===== src/rtl/msq_pkg.sv =====
`timescale 1ns/1ps
// Shared constants for the miss sequencer: source numbering, which sources
// form the write class, which are dropped when not executable, FSM states.
package msq_pkg;
    localparam int NSRC      = 8;
    localparam int SRC_REPL  = 0;
    localparam int SRC_FLUSH = 1;
    localparam int SRC_INV   = 2;
    localparam int SRC_STORE = 3;
    localparam int SRC_LOAD  = 4;
    localparam int SRC_INSTR = 5;
    localparam int SRC_IOWR  = 6;
    localparam int SRC_IORD  = 7;

    // Write-class sources: replacement, flush, invalidate, I/O write.
    localparam logic [NSRC-1:0] WRITE_MASK  = 8'b0100_0111;
    // Sources consumed when found not executable: flush, invalidate, store, load.
    localparam logic [NSRC-1:0] NOEXEC_MASK = 8'b0001_1110;

    localparam logic CMD_UPDATE  = 1'b0;
    localparam logic CMD_REPLACE = 1'b1;

    typedef enum logic [1:0] {
        ST_IDLE = 2'd0,
        ST_SEND = 2'd1,
        ST_WAIT = 2'd2
    } seq_state_e;
endpackage


===== src/rtl/msq_prio_arbiter.sv =====
`timescale 1ns/1ps
// Fixed-priority arbiter: bit 0 wins over every other bit.
// Assumes nothing about the request vector; grant is one-hot or zero.
module msq_prio_arbiter #(
    parameter int N = 8
) (
    input  logic [N-1:0] req,
    output logic [N-1:0] gnt,
    output logic         any
);
    logic [N-1:0] lower_busy;

    // Build the chain that marks a higher-priority request below each bit.
    assign lower_busy[0] = 1'b0;
    for (genvar i = 1; i < N; i++) begin : g_chain
        assign lower_busy[i] = lower_busy[i-1] | req[i-1];
    end

    // Grant the first request not masked by a lower index.
    assign gnt = req & ~lower_busy;
    assign any = |req;
endmodule


===== src/rtl/msq_grant_mux.sv =====
`timescale 1ns/1ps
// Selects the thread id and address of the one-hot granted source.
// Assumes gnt is one-hot or zero; zero yields zero fields.
module msq_grant_mux #(
    parameter int N      = 8,
    parameter int TID_W  = 2,
    parameter int ADDR_W = 16
) (
    input  logic [N-1:0]        gnt,
    input  logic [N*TID_W-1:0]  tids,
    input  logic [N*ADDR_W-1:0] addrs,
    output logic [TID_W-1:0]    sel_tid,
    output logic [ADDR_W-1:0]   sel_addr
);
    // AND-OR selection across all sources.
    always_comb begin
        sel_tid  = '0;
        sel_addr = '0;
        for (int i = 0; i < N; i++) begin
            if (gnt[i]) begin
                sel_tid  = sel_tid  | tids[i*TID_W +: TID_W];
                sel_addr = sel_addr | addrs[i*ADDR_W +: ADDR_W];
            end
        end
    end
endmodule


===== src/rtl/msq_way_tracker.sv =====
`timescale 1ns/1ps
// Per-set round-robin victim pointer plus a sticky "set full" flag.
// Assumes WAYS is a power of two of at least 2; one fill per advance pulse.
module msq_way_tracker #(
    parameter int SETS = 8,
    parameter int WAYS = 4,
    localparam int IDX_W = $clog2(SETS),
    localparam int WAY_W = $clog2(WAYS)
) (
    input  logic             clk,
    input  logic             rst_n,
    input  logic [IDX_W-1:0] idx,
    input  logic             advance,
    output logic [WAY_W-1:0] way,
    output logic             full
);
    logic [WAY_W-1:0] ptr_q  [SETS];
    logic [SETS-1:0]  full_q;
    logic             at_last;

    // Look up the indexed set.
    assign way     = ptr_q[idx];
    assign full    = full_q[idx];
    assign at_last = (ptr_q[idx] == WAY_W'(WAYS - 1));

    // Step the pointer of the filled set and mark the set full on wrap.
    always_ff @(posedge clk) begin
        if (!rst_n) begin
            for (int s = 0; s < SETS; s++) ptr_q[s] <= '0;
            full_q <= '0;
        end else if (advance) begin
            ptr_q[idx] <= at_last ? '0 : ptr_q[idx] + 1'b1;
            if (at_last) full_q[idx] <= 1'b1;
        end
    end
endmodule


===== src/rtl/miss_sequencer.sv =====
`timescale 1ns/1ps
// Miss request sequencer: grants one of eight request sources by fixed
// priority, issues it to memory and completes it. Assumes a source's valid
// drops by the clock edge that samples its dequeue pulse, and that a memory
// response comes at least one cycle after the request pulse.
module miss_sequencer
    import msq_pkg::*;
#(
    parameter int ADDR_W = 16,
    parameter int TID_W  = 2,
    parameter int DATA_W = 32,
    parameter int SETS   = 8,
    parameter int WAYS   = 4,
    parameter int OFFS_W = 2,
    localparam int WAY_W = $clog2(WAYS),
    localparam int IDX_W = $clog2(SETS)
) (
    input  logic                    clk,
    input  logic                    rst_n,
    input  logic [NSRC-1:0]         req_valid,
    input  logic [NSRC*TID_W-1:0]   req_tid,
    input  logic [NSRC*ADDR_W-1:0]  req_addr,
    output logic [NSRC-1:0]         req_deq,
    input  logic                    req_exec,
    input  logic                    mem_ready,
    output logic                    mem_req_valid,
    output logic                    mem_req_write,
    output logic [ADDR_W-1:0]       mem_req_addr,
    input  logic                    mem_rsp_valid,
    input  logic [DATA_W-1:0]       mem_rsp_data,
    output logic                    upd_valid,
    output logic [WAY_W-1:0]        upd_way,
    output logic [ADDR_W-1:0]       upd_addr,
    output logic [TID_W-1:0]        upd_tid,
    output logic [1:0]              upd_priv,
    output logic                    upd_cmd,
    output logic [DATA_W-1:0]       upd_data,
    output logic                    ins_valid,
    output logic [TID_W-1:0]        ins_tid,
    output logic [DATA_W-1:0]       ins_data
);
    seq_state_e        state_q;
    logic [NSRC-1:0]   gnt, gnt_q;
    logic              any_req;
    logic [TID_W-1:0]  sel_tid, tid_q;
    logic [ADDR_W-1:0] sel_addr, addr_q;
    logic              wr_q;
    logic [WAY_W-1:0]  vic_way;
    logic              set_full;
    logic              fill_now;
    logic              ldst_q;

    msq_prio_arbiter #(.N(NSRC)) u_arb (
        .req (req_valid),
        .gnt (gnt),
        .any (any_req)
    );

    msq_grant_mux #(.N(NSRC), .TID_W(TID_W), .ADDR_W(ADDR_W)) u_mux (
        .gnt      (gnt),
        .tids     (req_tid),
        .addrs    (req_addr),
        .sel_tid  (sel_tid),
        .sel_addr (sel_addr)
    );

    // A load or store read completes this cycle.
    assign ldst_q   = gnt_q[SRC_LOAD] | gnt_q[SRC_STORE];
    assign fill_now = (state_q == ST_WAIT) && mem_rsp_valid && ldst_q;

    msq_way_tracker #(.SETS(SETS), .WAYS(WAYS)) u_ways (
        .clk     (clk),
        .rst_n   (rst_n),
        .idx     (addr_q[OFFS_W +: IDX_W]),
        .advance (fill_now),
        .way     (vic_way),
        .full    (set_full)
    );

    // Sequencer FSM with registered pulses and held data fields.
    always_ff @(posedge clk) begin
        if (!rst_n) begin
            state_q       <= ST_IDLE;
            gnt_q         <= '0;
            tid_q         <= '0;
            addr_q        <= '0;
            wr_q          <= 1'b0;
            req_deq       <= '0;
            mem_req_valid <= 1'b0;
            mem_req_write <= 1'b0;
            mem_req_addr  <= '0;
            upd_valid     <= 1'b0;
            upd_way       <= '0;
            upd_addr      <= '0;
            upd_tid       <= '0;
            upd_priv      <= '0;
            upd_cmd       <= CMD_UPDATE;
            upd_data      <= '0;
            ins_valid     <= 1'b0;
            ins_tid       <= '0;
            ins_data      <= '0;
        end else begin
            req_deq       <= '0;
            mem_req_valid <= 1'b0;
            upd_valid     <= 1'b0;
            ins_valid     <= 1'b0;
            case (state_q)
                ST_IDLE: begin
                    // Hold off while a dequeue is still being taken by the queues.
                    if (any_req && (req_deq == '0)) begin
                        gnt_q   <= gnt;
                        tid_q   <= sel_tid;
                        addr_q  <= sel_addr;
                        wr_q    <= |(gnt & WRITE_MASK);
                        state_q <= ST_SEND;
                    end
                end
                ST_SEND: begin
                    if (!req_exec) begin
                        req_deq <= gnt_q & NOEXEC_MASK;
                        state_q <= ST_IDLE;
                    end else if (mem_ready) begin
                        mem_req_valid <= 1'b1;
                        mem_req_write <= wr_q;
                        mem_req_addr  <= addr_q;
                        if (wr_q) begin
                            req_deq <= gnt_q;
                            state_q <= ST_IDLE;
                        end else begin
                            state_q <= ST_WAIT;
                        end
                    end
                end
                ST_WAIT: begin
                    if (mem_rsp_valid) begin
                        req_deq <= gnt_q;
                        state_q <= ST_IDLE;
                        if (gnt_q[SRC_INSTR]) begin
                            ins_valid <= 1'b1;
                            ins_tid   <= tid_q;
                            ins_data  <= mem_rsp_data;
                        end
                        if (ldst_q) begin
                            upd_valid <= 1'b1;
                            upd_way   <= vic_way;
                            upd_addr  <= addr_q;
                            upd_tid   <= tid_q;
                            upd_priv  <= 2'b11;
                            upd_cmd   <= set_full ? CMD_REPLACE : CMD_UPDATE;
                            upd_data  <= mem_rsp_data;
                        end
                    end
                end
                default: state_q <= ST_IDLE;
            endcase
        end
    end
endmodule


===== config.mk =====
export PLATFORM = sky130hd
export DESIGN_NAME = miss_sequencer
export DESIGN_NICKNAME = d
export VERILOG_FILES = /design/src/rtl/msq_pkg.sv /design/src/rtl/msq_prio_arbiter.sv /design/src/rtl/msq_grant_mux.sv /design/src/rtl/msq_way_tracker.sv /design/src/rtl/miss_sequencer.sv
export SDC_FILE = /design/constraint.sdc
export NUM_CORES = 1
export LEC_CHECK = 0
export BUFFER_PORTS_ARGS = -buffer_cell sky130_fd_sc_hd__buf_2
export CORE_ASPECT_RATIO = 0.7
export CORE_MARGIN = 10
export CORE_UTILIZATION = 25
export CTS_CLUSTER_DIAMETER = 120
export DETAILED_ROUTE_END_ITERATION = 6
export GPL_ROUTABILITY_DRIVEN = 1
export GPL_TIMING_DRIVEN = 0
export PLACE_DENSITY = 0.54
export SETUP_SLACK_MARGIN = 0.4
export SLEW_MARGIN = 30
export SYNTH_ARGS = -nofsm -noshare
export SYNTH_HDL_FRONTEND = slang
export SYNTH_SLANG_ARGS = --single-unit

===== constraint.sdc =====
create_clock -name clk -period 2.6 [get_ports clk]
set_input_delay 0.13 -clock clk [delete_from_list [all_inputs] [get_ports clk]]
set_output_delay 0.13 -clock clk [all_outputs]
set_load 0.02 [all_outputs]

==> summary.txt <==
Synth
  – Yosys reg bits: 172
  – Largest family of logic cells by synthesized area: compound AO/OA/AOI/OAI gates
  – Syn nets: 1071
  – Post-synthesis adder-cell area fraction: 0.685%
  – Number of enable flip-flop cells after synthesis: 16
  – Post-synthesis xor/xnor area fraction: 0%
  – Synth warn: 0
  – Synth Flop Type: dfxtp_1
  – Cell Area, Synth: 7310 um^2
  – Post-Synth Simple-Gate Area: 21.4%
  – Synthesized area per cell: 8.33 um^2
  – Compound-Gate Fraction of Synth Area: 21.4%
  – Sequential cell area fraction in the yosys report: 49.3%
  – Asr flop ratio synth: 0%
  – Post-synthesis cell type count: 46
  – Syn Inst Count: 878
  – Post-synthesis mux area share: 2.93%

Global route
  – Most crowded layer after global routing: met2
  – M2 GR Usage: 26.8%
  – Largest net degree at the start of global routing: 17
  – Total global-route track usage: 16.9%
  – Vias in the first global route: 7888
  – Met1 GRT Util: 21.8%
  – GR Layer Usage met3: 5.46%
  – First-pass GRT wire length: 47200 um
  – Total grt overflow: 0
  – Initial antenna violation count: 4

Critical path
  – WP data arrival: 2.49 ns
  – Reg-to-Reg End: u_ways.ptr_q[1][0]
  – Worst Path Max Fanout: 8
  – R2r setup slk: 0.39 ns
  – WS Path Type: reg -> reg
  – Worst EP required: 2.88 ns
  – FF-to-FF path depth: 6
  – CP Capture Type: register
  – Crit path launch type: register

Layout
  – Reg area: 3610 um^2
  – Most frequent cells in the layout: buf_2, nand2_1, dfxtp_1
  – Area taken by multi-input logic gates: 3440 um^2
  – Most common cell after layout, fill and taps aside: buf_2
  – Area grow syn2layout: 41.8%
  – Core Util, Final: 35.9%
  – Layout cells sized above 1: 30.0%
  – Fin nets: 1430
  – Filler cell count: 3111

Place
  – Detailed Place HPWL: 24800 um
  – GPL Wtd Cong: 0.825
  – IO buf count: 304

Drt
  – Number of vias per cell: 4.76
  – Final ANT Viol Nets: 0
  – Routed WL per cell: 19.5 um
  – Final wirelength: 31800 um
  – Via count: 7756
  – Initial drt markers: 574
  – DRT Pass-1 Iters: 7
  – Residual DRC count: 1

Clocking
  – TritonCTS clock tree: yes
  – CTS Buf Count: 17
  – Later-pin clock latency in the skew report: 0.43 ns
  – Clk slew on worst S/H paths: 0.07 ns
  – Root buf cell: clkbuf_16
  – H-tree levels: 4
  – Clk sinks: 172
  – CTS max path bufs: 2

Floorplanning
  – Die Ht: 163 um
  – Initial Utilization: 25.3%
  – Row cnt: 52
  – Core ar.: 28900 um^2
  – I/O pin cnt: 306
  – Die width: 224 um
  – Die area: 36600 um^2

Outcome
  – Status: complete, but fails checks
  – Failing checks: design-rule violations

Power
  – Leak Pwr: 4.41 nW
  – Cell Pwr Density: 614 nW/um^2
  – VDD IR-drop max: 0.307 mV

Timing
  – Least-Margin Pin Slew: 0.751 ns
  – Clk_skew: 0.00869 ns
  – FMAX: 452 MHz
  – Setup TNS: 0 ns
  – RSZ-0062 raised after global routing: true
  – Slew headroom: 49.5%
  – Final Cycle Share: 85.2%
  – Tmin final: 2.21 ns
  – Hold Fails Final Rpt: 0
  – Final Setup Violations: 0
  – Slew Limit Fails: 0

Hold path
  – Worst Hold Endpoint: tid_q[0]
  – Hold WC Path Type: in -> reg
  – Min-delay src: req_tid[6]
  – Hold Path Depth: 3

Run
  – Max cap viols: 0
==> synthesized netlist by cell type (7+ instances only) <==
cell      instances  share of area [%]
a21oi_1         109                7.5
nand2b_1         20                1.7
a31oi_1          18                1.5
nor3_1            7               0.48
o21ai_0          48                3.3
dfxtp_1         156                 43
nand2_1         244                 13
a221oi_1         18                2.2
a221o_1          18                2.5
a22oi_1          19                2.0
clkbuf_1         62                3.2
nor2_1           32                1.6
and2_1            9               0.77
o21a_1            8               0.82
edfxtp_1         16                6.6
and3_1           20                1.7
nand3_1           8               0.55
==> stage by stage <==
| step | worst slack [ns] | hold WS, ns | instance area, um^2 | std cells | power [mW] |
|---|---|---|---|---|---|
| after detailed placement | 0.220 | 0.387 | 9320 | 1560 | 3.56 |
| after CTS | 0.327 | 0.00137 | 10300 | 1628 | 6.44 |
| after global placement | -0.0860 | 0.383 | 9310 | 1560 | 3.56 |
| after floorplan | 0.401 | 0.266 | 7320 | 878 | 3.21 |
| final | 0.385 | 0.0236 | 10400 | 1631 | 6.37 |
| after global routing | 0.302 | 0.0184 | 10400 | 1631 | 6.64 |
==> worst max-delay path, cell delays in order (launching register included) <==
cell and delay, ns:
dfxtp_4 0.39, mux4_2 0.51, mux2_4 0.31, ha_4 0.17, or4_4 0.42, buf_8 0.16
nor3_2 0.09
==> cells by family after synthesis <==
kind of cell,count (synthesis)
compound gates,253
buf+inv,77
flops,172
simple gates,358
fa+ha+maj,4
mux,14
==> layout make-up <==
cell class | count | area share [%]
antenna | 3 | 0.0724
buffer | 72 | 2.95
clock buffer | 17 | 4.10
clock inverter | 15 | 2.03
inverter | 5 | 0.181
multi-input combinational | 629 | 33.2
sequential | 172 | 34.8
tap | 378 | 4.56
timing repair buffer | 340 | 18.1
==> per-layer routing <==
| layer | part of all wire, % | vias to the layer above |
|---|---|---|
| li1 | - | 3797 |
| met4 | 1.4 | 2 |
| met1 | 45 | 3659 |
| met3 | 7.6 | 29 |
| met5 | 0.031 | - |
| met2 | 46 | 269 |
==> worst max path at each step <==
stage                     slack, ns  cells after the start                 end
after global routing           0.30                      6  u_ways.ptr_q[3][0]
final                          0.39                      6  u_ways.ptr_q[1][0]
after global placement        -0.09                      6            register
after CTS                      0.33                      6  u_ways.ptr_q[1][0]
after detailed placement       0.22                      6            register
after floorplan                0.40                      6  u_ways.ptr_q[3][0]
==> power breakdown <==
| part | switching [mW] | internal (mW) |
|---|---|---|
| clock | 1.18 | 1.63 |
| sequential | 0.0788 | 2.75 |
| combinational | 0.415 | 0.315 |
==> state kept, by name, summed over array words and instances (netlist names), 8 cells and up, named ones only <==
| register | flops |
|---|---|
| upd_data | 32 |
| upd_addr | 16 |
| mem_req_addr | 16 |
| u_ways.full_q | 8 |
| gnt_q | 8 |
| ins_data | 32 |
| req_deq | 8 |
| u_ways.ptr_q | 16 |
| addr_q | 16 |
==> repair_timing <==
item / in CTS / in global routing
gates resized for setup: 8 / 13
setup buffers: 3 / 0
endpoints found under the setup margin: 70 / 42
hold endpoints to repair: 65 / 0
hold buffers: 33 / 0
pin swaps: 3 / 3
Power figures use the tool's default switching activity.
